===== config.mk =====
export PLATFORM = sky130hd
export DESIGN_NAME = dbj_log2
export DESIGN_NICKNAME = d
export VERILOG_FILES = /design/src/rtl/dbj_pkg.sv /design/src/rtl/dbj_window.sv /design/src/rtl/dbj_lut.sv /design/src/rtl/dbj_onehot.sv /design/src/rtl/dbj_log2.sv
export SDC_FILE = /design/constraint.sdc
export NUM_CORES = 1
export LEC_CHECK = 0
export ABC_AREA = 1
export ABC_CLOCK_PERIOD_IN_PS = 6900
export BUFFER_PORTS_ARGS = -buffer_cell sky130_fd_sc_hd__buf_2
export CORE_MARGIN = 2
export CORE_UTILIZATION = 45
export CTS_CLUSTER_DIAMETER = 80
export DETAILED_ROUTE_END_ITERATION = 12
export GPL_TIMING_DRIVEN = 0
export PLACE_DENSITY_LB_ADDON = 0.08
export REMOVE_ABC_BUFFERS = 1
export SLEW_MARGIN = 20
export SYNTH_ARGS = -nofsm -noshare
export SYNTH_HDL_FRONTEND = slang
export SYNTH_SLANG_ARGS = --single-unit

===== constraint.sdc =====
create_clock -name clk -period 6.9 [get_ports clk]
set_clock_uncertainty 0.1 [all_clocks]
set_input_delay 1.725 -clock clk [delete_from_list [all_inputs] [get_ports clk]]
set_output_delay 1.725 -clock clk [all_outputs]
set_load 0.01 [all_outputs]

===== src/rtl/dbj_pkg.sv =====
package dbj_pkg;

   // Largest supported window width and table stride.
   localparam int MAX_LOG_W = 6;
   localparam int STRIDE    = 6;
   localparam int TAB_BITS  = (1 << MAX_LOG_W) * STRIDE;

   // Cyclic sequence of 2^k bits in which each k-bit window appears once.
   // Greedy construction: start with k zeros, prefer appending a one.
   // The first sequence bit lands in the MSB of the 2^k-bit word.
   function automatic logic [63:0] dbj_seq(input int k);
      logic [63:0] s;
      logic [63:0] seen;
      int n;
      int win;
      int cand;
      n    = 1 << k;
      s    = '0;
      seen = '0;
      seen[0] = 1'b1;
      win  = 0;
      for (int pos = k; pos < n; pos++) begin
         cand = ((win << 1) | 1) & (n - 1);
         if (!seen[cand]) begin
            win = cand;
            s[n - 1 - pos] = 1'b1;
         end else begin
            win = (win << 1) & (n - 1);
         end
         seen[win] = 1'b1;
      end
      return s;
   endfunction

   // Inverse table: slot[window of (seq << i)] = i, STRIDE bits per slot.
   function automatic logic [TAB_BITS-1:0] dbj_table(input int k);
      logic [TAB_BITS-1:0] t;
      logic [63:0] c;
      logic [63:0] p;
      int n;
      int w;
      n = 1 << k;
      t = '0;
      c = dbj_seq(k);
      for (int i = 0; i < n; i++) begin
         p = c << i;
         if (n < 64) p = p & ((64'd1 << n) - 64'd1);
         w = int'(p >> (n - k));
         t[w*STRIDE +: STRIDE] = STRIDE'(i);
      end
      return t;
   endfunction

endpackage


===== src/rtl/dbj_window.sv =====
module dbj_window
   import dbj_pkg::*;
#(
   parameter int LOG_W     = 5,
   parameter int MUL_STYLE = 0
) (
   input  logic [(1<<LOG_W)-1:0] word,
   output logic [LOG_W-1:0]      win
);
   localparam int W = 1 << LOG_W;
   localparam logic [63:0]  SEQ64 = dbj_seq(LOG_W);
   localparam logic [W-1:0] SEQ   = SEQ64[W-1:0];

   logic [W-1:0] prod;

   generate
      if (MUL_STYLE == 0) begin : g_mul
         // Truncated product keeps the low W bits.
         assign prod = word * SEQ;
      end else begin : g_sel
         // Select-and-OR of pre-shifted constants; equals the product for one-hot words.
         always_comb begin
            prod = '0;
            for (int j = 0; j < W; j++) begin
               if (word[j]) prod = prod | (SEQ << j);
            end
         end
      end
   endgenerate

   assign win = prod[W-1 -: LOG_W];
endmodule


===== src/rtl/dbj_lut.sv =====
module dbj_lut
   import dbj_pkg::*;
#(
   parameter int LOG_W = 5
) (
   input  logic [LOG_W-1:0] win,
   output logic [LOG_W-1:0] idx
);
   localparam logic [TAB_BITS-1:0] TAB = dbj_table(LOG_W);

   logic [9:0] base;

   always_comb begin
      base = 10'(win) * 10'(STRIDE);
      idx  = TAB[base +: LOG_W];
   end
endmodule


===== src/rtl/dbj_onehot.sv =====
module dbj_onehot #(
   parameter int W = 32
) (
   input  logic [W-1:0] word,
   output logic         ok
);
   localparam logic [W-1:0] ONE = {{(W-1){1'b0}}, 1'b1};

   // Nonzero, and clearing the lowest set bit leaves nothing.
   assign ok = (word != '0) && ((word & (word - ONE)) == '0);
endmodule


===== src/rtl/dbj_log2.sv =====
module dbj_log2
   import dbj_pkg::*;
#(
   parameter int LOG_W     = 5,
   parameter int MUL_STYLE = 0
) (
   input  logic                  clk,
   input  logic                  rst,
   input  logic                  in_valid,
   output logic                  in_ready,
   input  logic [(1<<LOG_W)-1:0] in_word,
   input  logic                  out_ready,
   output logic                  out_valid,
   output logic [LOG_W-1:0]      out_index,
   output logic                  out_invalid
);
   localparam int W = 1 << LOG_W;
   localparam logic [W-1:0] ONE = {{(W-1){1'b0}}, 1'b1};

   generate
      if (LOG_W < 2 || LOG_W > MAX_LOG_W) begin : g_bad_width
         $error("dbj_log2: LOG_W must lie in 2..6");
      end
      if (MUL_STYLE != 0 && MUL_STYLE != 1) begin : g_bad_style
         $error("dbj_log2: MUL_STYLE must be 0 or 1");
      end
   endgenerate

   logic [LOG_W-1:0] win;
   logic [LOG_W-1:0] lut_idx;
   logic             word_ok;

   dbj_window #(.LOG_W(LOG_W), .MUL_STYLE(MUL_STYLE)) u_win (
      .word (in_word),
      .win  (win)
   );

   dbj_lut #(.LOG_W(LOG_W)) u_lut (
      .win (win),
      .idx (lut_idx)
   );

   dbj_onehot #(.W(W)) u_chk (
      .word (in_word),
      .ok   (word_ok)
   );

   assign in_ready = !out_valid || out_ready;

   always_ff @(posedge clk) begin
      if (rst) begin
         out_valid   <= 1'b0;
         out_index   <= '0;
         out_invalid <= 1'b0;
      end else if (in_ready) begin
         out_valid <= in_valid;
         if (in_valid) begin
            out_index   <= word_ok ? lut_idx : '0;
            out_invalid <= !word_ok;
         end
      end
   end


   lut_inverse_chk: assert property (@(posedge clk) disable iff (rst)
      (in_valid && word_ok) |-> (in_word == (ONE << lut_idx)));


   bad_word_flag_chk: assert property (@(posedge clk) disable iff (rst)
      (in_valid && in_ready && $countones(in_word) != 1) |=> out_invalid);


   flag_zero_idx_chk: assert property (@(posedge clk) disable iff (rst)
      (out_valid && out_invalid) |-> (out_index == '0));


   accept_to_valid_chk: assert property (@(posedge clk) disable iff (rst)
      (in_valid && in_ready) |=> out_valid);


   stall_hold_chk: assert property (@(posedge clk) disable iff (rst)
      (out_valid && !out_ready) |=>
         (out_valid && $stable(out_index) && $stable(out_invalid)));
endmodule


**Yosys cells after proc, flatten, opt, wreduce, memory -nomap -nowiden**

Cells that the tools add are included.

- Register bits after elaboration: 7
- Latch bits: 0
- Memory bits (writable): 0
- Memory bits (read-only): 0
- Input port bits: 36
- Output and inout port bits: 8
- Memories: 0

- Add/sub/neg operators: 1
- $mul: 2
- Div/mod/pow operators: 0
- Magnitude comparators: 0
- Equal/unequal tests: 0
- Shift-type cells: 1
- Muxes and demuxes: 1
- Bitwise gates (word level): 1
- Reductions and logical operators: 7

Operators with widths:

| operator | number |
|---|---|
| indexed part select 384 x 9 -> 5 bit (first input constant) | 1 |
| bitwise AND 32 bit | 1 |
| logical NOT 32 bit | 1 |
| multiplier 32 x 27 -> 32 bit (second input constant) | 1 |
| nonzero test 32 bit | 1 |
| subtractor 32 x 1 -> 32 bit (second input constant) | 1 |
| multiplier 5 x 2 -> 7 bit (second input constant) | 1 |
| two-way mux 5 bit | 1 |
| logical NOT 1 bit | 2 |
| AND reduction 2 bit | 1 |
| logical AND 1 bit | 1 |
| logical OR 1 bit | 1 |

**Logic depth before layout (Yosys ltp)**

Gate-level depths: netlist of the first run.

- Depth in word-level cells: 5
- Mapped depth: 36
- Mapped depth without buffers: 36

**Cells and area by module**

From an unflattened synthesis of the first run, not the netlist that was laid out.

- Cell total of the unflattened synthesis: 1,202
- Area total of the unflattened synthesis: 9,646.8 um^2

By module, submodules not included:

| module | instances | cells each | area each (um^2) | seq. area each (um^2) |
|---|---|---|---|---|
| dbj_window | 1 | 910 | 8,149.1 | 0.0 |
| dbj_onehot | 1 | 173 | 779.5 | 0.0 |
| dbj_lut | 1 | 76 | 402.9 | 0.0 |
| dbj_log2 | 1 | 43 | 315.3 | 140.1 |

**Least setup slack after synthesis of the first run**

Ideal clock, no wire load.

- Path type: input-to-reg
- Start point: input in_word[5]
- End point: register out_index[0]
- Library setup time: 0.070 ns
- Data arrival time: 7.283 ns
- Required time: 6.730 ns
- Setup slack: -0.553 ns
- Stages on the path: 29
- Cell sequence: fa_1 -> fa_1 -> inv_1 -> fa_1 -> inv_1 -> fa_1 -> fa_1 -> fa_1 -> inv_1 -> fa_1 -> inv_1 -> ha_1 -> nand2_1 -> nor2_1 -> nand2_1 -> nor2_1 -> nand2_1 -> nand3_1 -> nand2_1 -> nand2_1 -> inv_1 -> ha_1 -> inv_1 -> nand3_1 -> nand3_1 -> and2_1 -> nand3_1 -> nand3_1 -> a21oi_1

- Word-level cells in the longest chain between the ends: 5

RTL lines:

| what | line | RTL |
|---|---|---|
| from (decl) | dbj_log2.sv:11 | `input logic [(1<<LOG_W)-1:0] in_word,` |
| branches (longest 4 deep; another with multiplier 32 x 27 -> 32 bit) | -- |  |
| two-way mux 5 bit (*) | dbj_log2.sv:58 | `out_index <= word_ok ? lut_idx : '0;` |
| to (signal assigned) | dbj_log2.sv:58 |  |
| to (decl) | dbj_log2.sv:14 | `output logic [LOG_W-1:0] out_index,` |

Mark *: on every way between the ends.
A chain may end at the register's enable or synchronous reset.

**Final worst setup path of the first run**

- Start point: input in_word[6]
- End point: register out_index[4]

The elaborated chain is that of the path after synthesis.

==> results of run 1 <==
## routing by layer
metal,up-vias,share of wire [%],GRT usage [%]
met1,3573,45,33.73
met3,18,3.4,2.030
met2,98,50,43.31
li1,3694,-,-
met5,-,0,0
met4,0,1.3,2.877
## logic make-up after synthesis
kind of cell / after synthesis / share of synthesized area, %
AOI/OAI and AO/OA: 59 / 3.395
xor gates and xnor gates: 15 / 1.366
adders and majority gates: 388 / 63.51
buffers and inverters: 363 / 14.17
DFF: 7 / 1.457
and+or+nand+nor: 352 / 16.11
## cell usage in the layout (no fill, tap or decap), drive strengths merged
cell      count
nand4         8
a21o          4
o2111ai       1
nor2         59
nand3b        3
o21bai        4
o21a          1
and2          1
dfxtp         7
clkinvlp      3
a211oi        1
o21ai        17
fa          167
a31oi         2
ha          221
nand3        52
inv         360
nand2       219
or2           2
clkbuf        6
xor2          6
nor4          2
a21oi        29
nor3          7
xnor2         9
buf          66
## layout make-up
type | instances | area, µm²
multi-input cells | 815 | 8627
inverters | 363 | 1384
well taps | 275 | 344.1
repair buffers | 68 | 553.0
fillers | 2068 | 9894
clock buffers | 4 | 78.83
flip-flops and latches | 7 | 140.1
## how the worst min path moves through the flow
stage | from | to | cells after the start
after floorplan | out_index[0] | out_index[0] | 2
after global placement | out_index[1] | out_index[1] | 2
after detailed placement | out_index[4] | out_index[4] | 2
after CTS | out_index[4] | out_index[4] | 2
after global routing | out_index[4] | out_index[4] | 2
final | out_index[4] | out_index[4] | 2
## critical path: cells and delay by family
family | cells | cell delay [ps]
simple gates | 9 | 770
fa+ha+maj | 9 | 4040
compound gates | 3 | 290
buf+inv | 8 | 710
## sequential cells by signal, indices dropped and copies added (netlist names)
| name | cells |
|---|---|
| out_valid | 1 |
| out_index | 5 |
| out_invalid | 1 |
## through the flow
stage                     setup TNS, ps  hold WS [ps]
final                             -2984         352.5
after floorplan                   -2199         383.9
after detailed placement          -7317         354.1
after global placement            -7370         350.8
after global routing              -4085         385.5
after CTS                         -3627         360.0
## timing repair
| item | 4_1_cts | 5_1_grt |
|---|---|---|
| endpoints found under the setup margin | 5 | 5 |
| buffers inserted | 13 | 12 |
| resized for setup | 80 | 94 |
| cloned | 0 | 1 |
| pin swaps | 31 | 41 |
==> flow_metrics.tcl, run 1 <==
set metrics [dict create \
    grtUsageTotal_pct 24.46 \
    cts.sinks 7 \
    dpl_worst_slack_ps -1561 \
    crit_path_start "in_word[6]" \
    crit_arrival_ps 7560 \
    synth-seq-area-share_pct 1.457 \
    grt_pass1_vias 7791 \
    status "finished, violations left" \
    hold_path.class "flip-flop to flip-flop" \
    place_inst 1502 \
    insertion_delay_ps 230 \
    yosys-top-cells-count "358 x inv_1, 221 x ha_1, 203 x nand2_1" \
    cts_made_buffers 3 \
    nNetsFinal 1682 \
    dr.pass1.iters 5 \
    cts_tree "done" \
    violations "setup timing" \
    ys_seq_elements 7 \
    dieWidth_um 150.2 \
    start_util_pct 45.75 \
    yosysWarnings 0 \
    setup.worst_path.start_class "primary input" \
    worst_slack_ps -642.6 \
    slew_headroom_pct 63.62 \
    post-route-period-util_pct 109.3 \
    post_drt_wl_per_cell_um 16.78 \
    critPathMaxStageDelay_ps 570 \
    slew_viol_final 0 \
    syn-cell-area_um2 9618 \
    dpl-instance-area_um2 10180 \
    die_h_um 150.2 \
    cts_root_buf "clkbuf_16" \
    end_kind "flip-flop" \
    fin_cells 1532 \
    utilization_pct 52.93 \
    grt_max_degree 13 \
    finalSetupViolations 5 \
    insertedDiodeCount 0 \
    synth.avg_cell_area_um2 8.123 \
    syn_to_final_growth_pct 15.69 \
    grt_pass1_wl_mm 41.78 \
    fp-row-count 53 \
    r2r_setup_slack_ps 5330 \
    postCtsHoldBufs 0 \
    dp_hpwl_mm 22.79 \
    worstPathRequired_ps 6910 \
    clkTransAtPathRegs_ps 30 \
    clock.fmax_mhz 132.6 \
    yosysTopAreaCellShare_pct 34.76 \
    ys.flop_type "dfxtp_1" \
    async_reset_ff_share_pct 0 \
    core_area_um2 21020 \
    yosysUniqueCellTypes 31 \
    drc 0 \
    path_max_fanout 11 \
    yosys-top-cells-area "fa_1 35%, ha_1 29%, inv_1 14%, nand2_1 7.9%, nand3_1 2.5%" \
    finalHoldViolCount 0 \
    die_area_um2 22560 \
    overflow 0 \
    rsz0062_at_grt "yes" \
    worstMarginPinSlew_ps 541.5 \
    worstSetupPathType "primary input to flip-flop" \
    drt_wl_total_mm 25.70 \
    clock_path_buffers 2 \
    routed_via_density 4.819 \
    crit_slowest_cell "fa_2" \
    io_pins 44 \
    synthCells 1184 \
    drt_iter0_drc 203 \
    routabilityCongestion 0.9002 \
    cts_max_level 1 \
    r2r_end "out_index[1]" \
    antenna_left 0 \
    layout_min_cycle_time_ps 7543 \
    crit_path_end "out_index[4]" \
    path_common_cell "fa_1" \
    io_buffer_count 43 \
    layout-drive-gt1-share_pct 16.47 \
    antenna_found_initial 0 \
    maxCapViolCount 0 \
    yosysTopAreaCell "fa_1" \
    synth.most_common_cell "inv_1" \
    rr_worst_depth 7 \
    final_area_um2 11130 \
    vias 7383 \
    r2r_start "out_valid" \
    synth_edf_count 0 \
]
Power of run 1 is left out: the tool's default activity adds up to more than one toggle a clock period on the data nets, which glitch-free logic cannot reach.
==> run 2, diff against run 1 <==
Settings changed: PLACE_DENSITY_LB_ADDON 0.08 to not set.
==> run 2 against run 1 <==
  * The flow still finishes with violations (setup timing)
  * Routed wire length shrank 5.2%
  * Maximum frequency shrank 1.9%
  * First-iteration DRC count grew 28%
  * Register-to-register slack gained 30 ps
  * Core utilization shrank 1.6 points
  * Sequential share of layout area is essentially flat
  * Die area is the same
  * Count of clock-buffer cells in the layout shrank 1
  * Design area shrank 3.0%
  * Flip-flop and latch count is the same
  * Worst setup slack lost 150 ps
  * Critical path type unchanged
  * Highest routed layer unchanged
==> flow_metrics.tcl, run 2 (synthesis gave the netlist of run 1 again) <==
set metrics [dict create \
    rsz0062_at_grt "yes" \
    crit_path_start "in_word[1]" \
    finalSetupViolations 5 \
    clock_path_buffers 2 \
    top_register "out_index" \
    vias 7393 \
    crit_path_end "out_index[3]" \
    core_area_um2 21020 \
    insertedDiodeCount 0 \
    grt_pass1_vias 7899 \
    dr.pass1.iters 4 \
    path_max_fanout 4 \
    violations "setup timing" \
    cts_root_buf "clkbuf_16" \
    rr_worst_depth 7 \
    top_layer "met4" \
    grtUsageTotal_pct 23.35 \
    path_common_cell "nand2_1" \
    top_regs "out_index x5, out_invalid x1, out_valid x1" \
    hold_path.class "flip-flop to flip-flop" \
    worst_slack_ps -791.8 \
    dpl-instance-area_um2 10180 \
    routed_via_density 4.854 \
    utilization_pct 51.35 \
    post-route-period-util_pct 111.5 \
    largest_reg_flops 5 \
    io_pins 44 \
    slew_viol_final 0 \
    overflow 0 \
    die_area_um2 22560 \
    drc 0 \
    worstSetupPathType "primary input to flip-flop" \
    die_h_um 150.2 \
    slew_headroom_pct 60.39 \
    met1_length_mm 10.93 \
    clkTransAtPathRegs_ps 40 \
    cts_made_buffers 3 \
    nNetsFinal 1673 \
    antenna_found_initial 0 \
    critPathMaxStageDelay_ps 590 \
    worstMarginPinSlew_ps 589.6 \
    drt_wl_total_mm 24.36 \
    insertion_delay_ps 230 \
    io_buffer_count 43 \
    status "finished, violations left" \
    worstPathRequired_ps 6960 \
    dieWidth_um 150.2 \
    cts_max_level 1 \
    end_kind "flip-flop" \
    final_common_cell "inv_1" \
    postCtsHoldBufs 0 \
    drt_iter0_drc 259 \
    post_drt_wl_per_cell_um 15.99 \
    r2r_setup_slack_ps 5360 \
    start_util_pct 45.75 \
    finalHoldViolCount 0 \
    r2r_start "out_valid" \
    final_area_um2 10800 \
    dr_wl_met3_um 727 \
    dp_hpwl_mm 21.71 \
    crit_arrival_ps 7750 \
    grt_pass1_wl_mm 40.34 \
    setup.worst_path.start_class "primary input" \
    grt_max_degree 13 \
    antenna_left 0 \
    r2r_end "out_index[0]" \
    syn_to_final_growth_pct 12.24 \
    layout-drive-gt1-share_pct 13.14 \
    fp-row-count 53 \
    layout_common_cells "346 x inv_1, 207 x ha_1, 192 x nand2_1" \
    layout_min_cycle_time_ps 7692 \
    cts_tree "done" \
    clock.fmax_mhz 130.0 \
    routabilityCongestion 0.9186 \
    maxCapViolCount 0 \
    met2_length_mm 12.08 \
    crit_slowest_cell "fa_2" \
    cts.sinks 7 \
]
## run 2: changes by cell type in the layout (fill, tap and decap cells not counted), sizes merged
cell      change
buf           -6
clkinv        +1
inv           +2
nand2         -1
clkinvlp      -2
clkbuf        -3
## run 2: per-stage QoR
stage | hold WS, ps | instances | TNS [ps] | worst slack (ps)
after floorplan | 383.9 | 1184 | -2199 | -552.6
after global placement | 352.2 | 1502 | -7129 | -1526
after detailed placement | 352.2 | 1502 | -7136 | -1541
after CTS | 358.3 | 1517 | -3595 | -734.6
after global routing | 385.6 | 1523 | -4547 | -941.2
final | 355.9 | 1523 | -3673 | -791.8
## run 2: metal layers
layer,global-route usage (%),vias up
li1,-,3690
met4,5.283,0
met2,41.16,113
met1,31.81,3560
met3,1.152,30
met5,0,-
## run 2: final cells by class
class,instances,area (µm²)
timing repair buffer,60,450.4
clock inverter,1,5.005
clock buffer,3,75.07
fill,2017,10230
multi-input combinational,814,8407
tap,275,344.1
inverter,363,1374
sequential,7,140.1
## run 2: worst min-delay path by stage
stage	start	end	slack, ps	cells after the start
after floorplan	out_index[0]	out_index[0]	380	2
after global placement	out_index[0]	out_index[0]	350	2
after CTS	out_index[4]	out_index[4]	360	2
after global routing	out_index[4]	out_index[4]	390	2
final	out_index[4]	out_index[4]	360	2
after detailed placement	out_index[4]	out_index[4]	350	2
## run 2: worst max-delay path: cells and delay by family
kind / cells / cell delay, ps
compound gates: 1 / 140
simple gates: 13 / 1070
fa+ha+maj: 9 / 4220
buf+inv: 8 / 590
## run 2: timing repair
action | in CTS | in global routing
resized for setup | 68 | 48
pin swaps | 33 | 28
hold endpoints to repair | 0 | 0
setup endpoints to repair | 5 | 5
buffers inserted | 11 | 6
Power of run 2 is left out for the same reason.
==> run 3, diff against run 2 <==
Settings changed: CTS_BUF_LIST set to sky130_fd_sc_hd__clkbuf_2, SLEW_MARGIN 20 to not set.
==> run 3 against run 2 <==
  * The flow still finishes with violations (setup timing)
  * Final cell count is 0.33% higher
  * Core utilization grew 0.15 points
  * Design area up 0.29%
  * Register-to-register slack improved by 20 ps
  * First-iteration DRC count decreased by 1.5%
  * Hold slack gained 2.3 ps
  * Worst setup slack better by 95 ps
  * Largest cell class unchanged
==> flow_metrics.tcl, run 3 (synthesis gave the netlist of run 1 again) <==
set metrics [dict create \
    status "finished, violations left" \
    violations "setup timing" \
    cts_made_buffers 3 \
    top_regs "out_index x5, out_invalid x1, out_valid x1" \
    slew_viol_final 0 \
    drt_wl_total_mm 24.44 \
    hold_path.class "flip-flop to flip-flop" \
    worstSetupPathType "primary input to flip-flop" \
    drc 0 \
    routabilityCongestion 0.9186 \
    cts.sinks 7 \
    r2r_setup_slack_ps 5380 \
    fp-row-count 53 \
    antenna_left 0 \
    dieWidth_um 150.2 \
    vias 7423 \
    end_kind "flip-flop" \
    grt_max_degree 13 \
    slew_headroom_pct 59.50 \
    clkTransAtPathRegs_ps 80 \
    crit_slowest_cell "fa_2" \
    core_area_um2 21020 \
    io_buffer_count 43 \
    worst_slack_ps -696.6 \
    cts_max_level 1 \
    grtUsageTotal_pct 23.37 \
    antenna_found_initial 0 \
    layout_min_cycle_time_ps 7597 \
    finalHoldViolCount 0 \
    holdWs_ps 358.2 \
    post_drt_wl_per_cell_um 16.00 \
    io_pins 44 \
    syn_to_final_growth_pct 12.57 \
    drt_iter0_drc 255 \
    dp_hpwl_mm 21.71 \
    routed_via_density 4.858 \
    nNetsFinal 1678 \
    critPathMaxStageDelay_ps 590 \
    grt_pass1_wl_mm 40.38 \
    cts_tree "done" \
    grt_pass1_vias 7888 \
    post-route-period-util_pct 110.1 \
    maxCapViolCount 0 \
    num-fill-cells 2012 \
    largest_reg_flops 5 \
    cts_root_buf "clkbuf_2" \
    worstMarginPinSlew_ps 602.9 \
    finalSetupViolations 5 \
    layout-drive-gt1-share_pct 14.05 \
    die_h_um 150.2 \
    insertion_delay_ps 230 \
    worstPathRequired_ps 6970 \
    insertedDiodeCount 0 \
    clock.fmax_mhz 131.6 \
    start_util_pct 45.75 \
    path_max_fanout 4 \
    crit_arrival_ps 7670 \
    final_common_cell "inv_1" \
    clock_path_buffers 2 \
    setup.worst_path.start_class "primary input" \
    top_register "out_index" \
    die_area_um2 22560 \
    layout_common_cells "345 x inv_1, 206 x ha_1, 189 x nand2_1" \
    dr.pass1.iters 4 \
    path_common_cell "fa_1" \
    rsz0062_at_grt "yes" \
    overflow 0 \
]
-- run 3: metrics by stage --
step / setup slack (ps) / std cells / setup TNS, ps / instance area (µm²) / utilization [%]
2_1_floorplan: -552.6 / 1184 / -2199 / 9618 / -
3_3_place_gp: -1526 / 1502 / -7129 / 10180 / 48.41
3_5_place_dp: -1541 / 1502 / -7136 / 10180 / 48.41
4_1_cts: -713.8 / 1519 / -3353 / 10560 / 50.25
5_1_grt: -877.6 / 1528 / -4124 / 10830 / 51.50
6_report: -696.6 / 1528 / -3280 / 10830 / 51.50
-- run 3: final timing paths --
kind / end / startpoint / cells after the start
worst max register to register: out_index[4] / out_valid / 7
worst min-delay path: out_index[4] / out_index[4] / 2
worst max-delay path: out_index[4] / in_word[1] / 29
worst min register to register: out_index[4] / out_index[4] / 2
-- run 3: worst max-delay path, delay by kind of cell --
| family | cells | cell delay (ps) |
|---|---|---|
| fa+ha+maj | 9 | 4100 |
| compound gates | 3 | 390 |
| simple gates | 9 | 860 |
| buf+inv | 8 | 570 |
-- run 3: repair_timing --
| action | CTS | global route |
|---|---|---|
| buffers inserted | 13 | 9 |
| endpoints found under the setup margin | 5 | 5 |
| hold buffers | 0 | 0 |
| pin swaps | 37 | 34 |
| gates resized for setup | 79 | 50 |
| endpoints found under the hold margin | 0 | 0 |
-- run 3: final cells by class --
type                       count  area (µm²)  area share (%)
inverter                     363        1379           12.74
timing repair buffer          65       508.0           4.692
tap                          275       344.1           3.178
sequential                     7       140.1           1.294
clock inverter                 1       5.005         0.04623
multi-input combinational    814        8436           77.92
clock buffer                   3       15.01          0.1387
-- run 3: layer usage --
metal | part of all wire [%] | wire, µm | track usage [%]
met5 | 0 | 0 | 0
met4 | 2.7 | 658 | 5.283
met3 | 2.7 | 669 | 1.152
met2 | 49 | 12090 | 41.21
met1 | 45 | 11020 | 31.82
Power of run 3 is left out for the same reason.
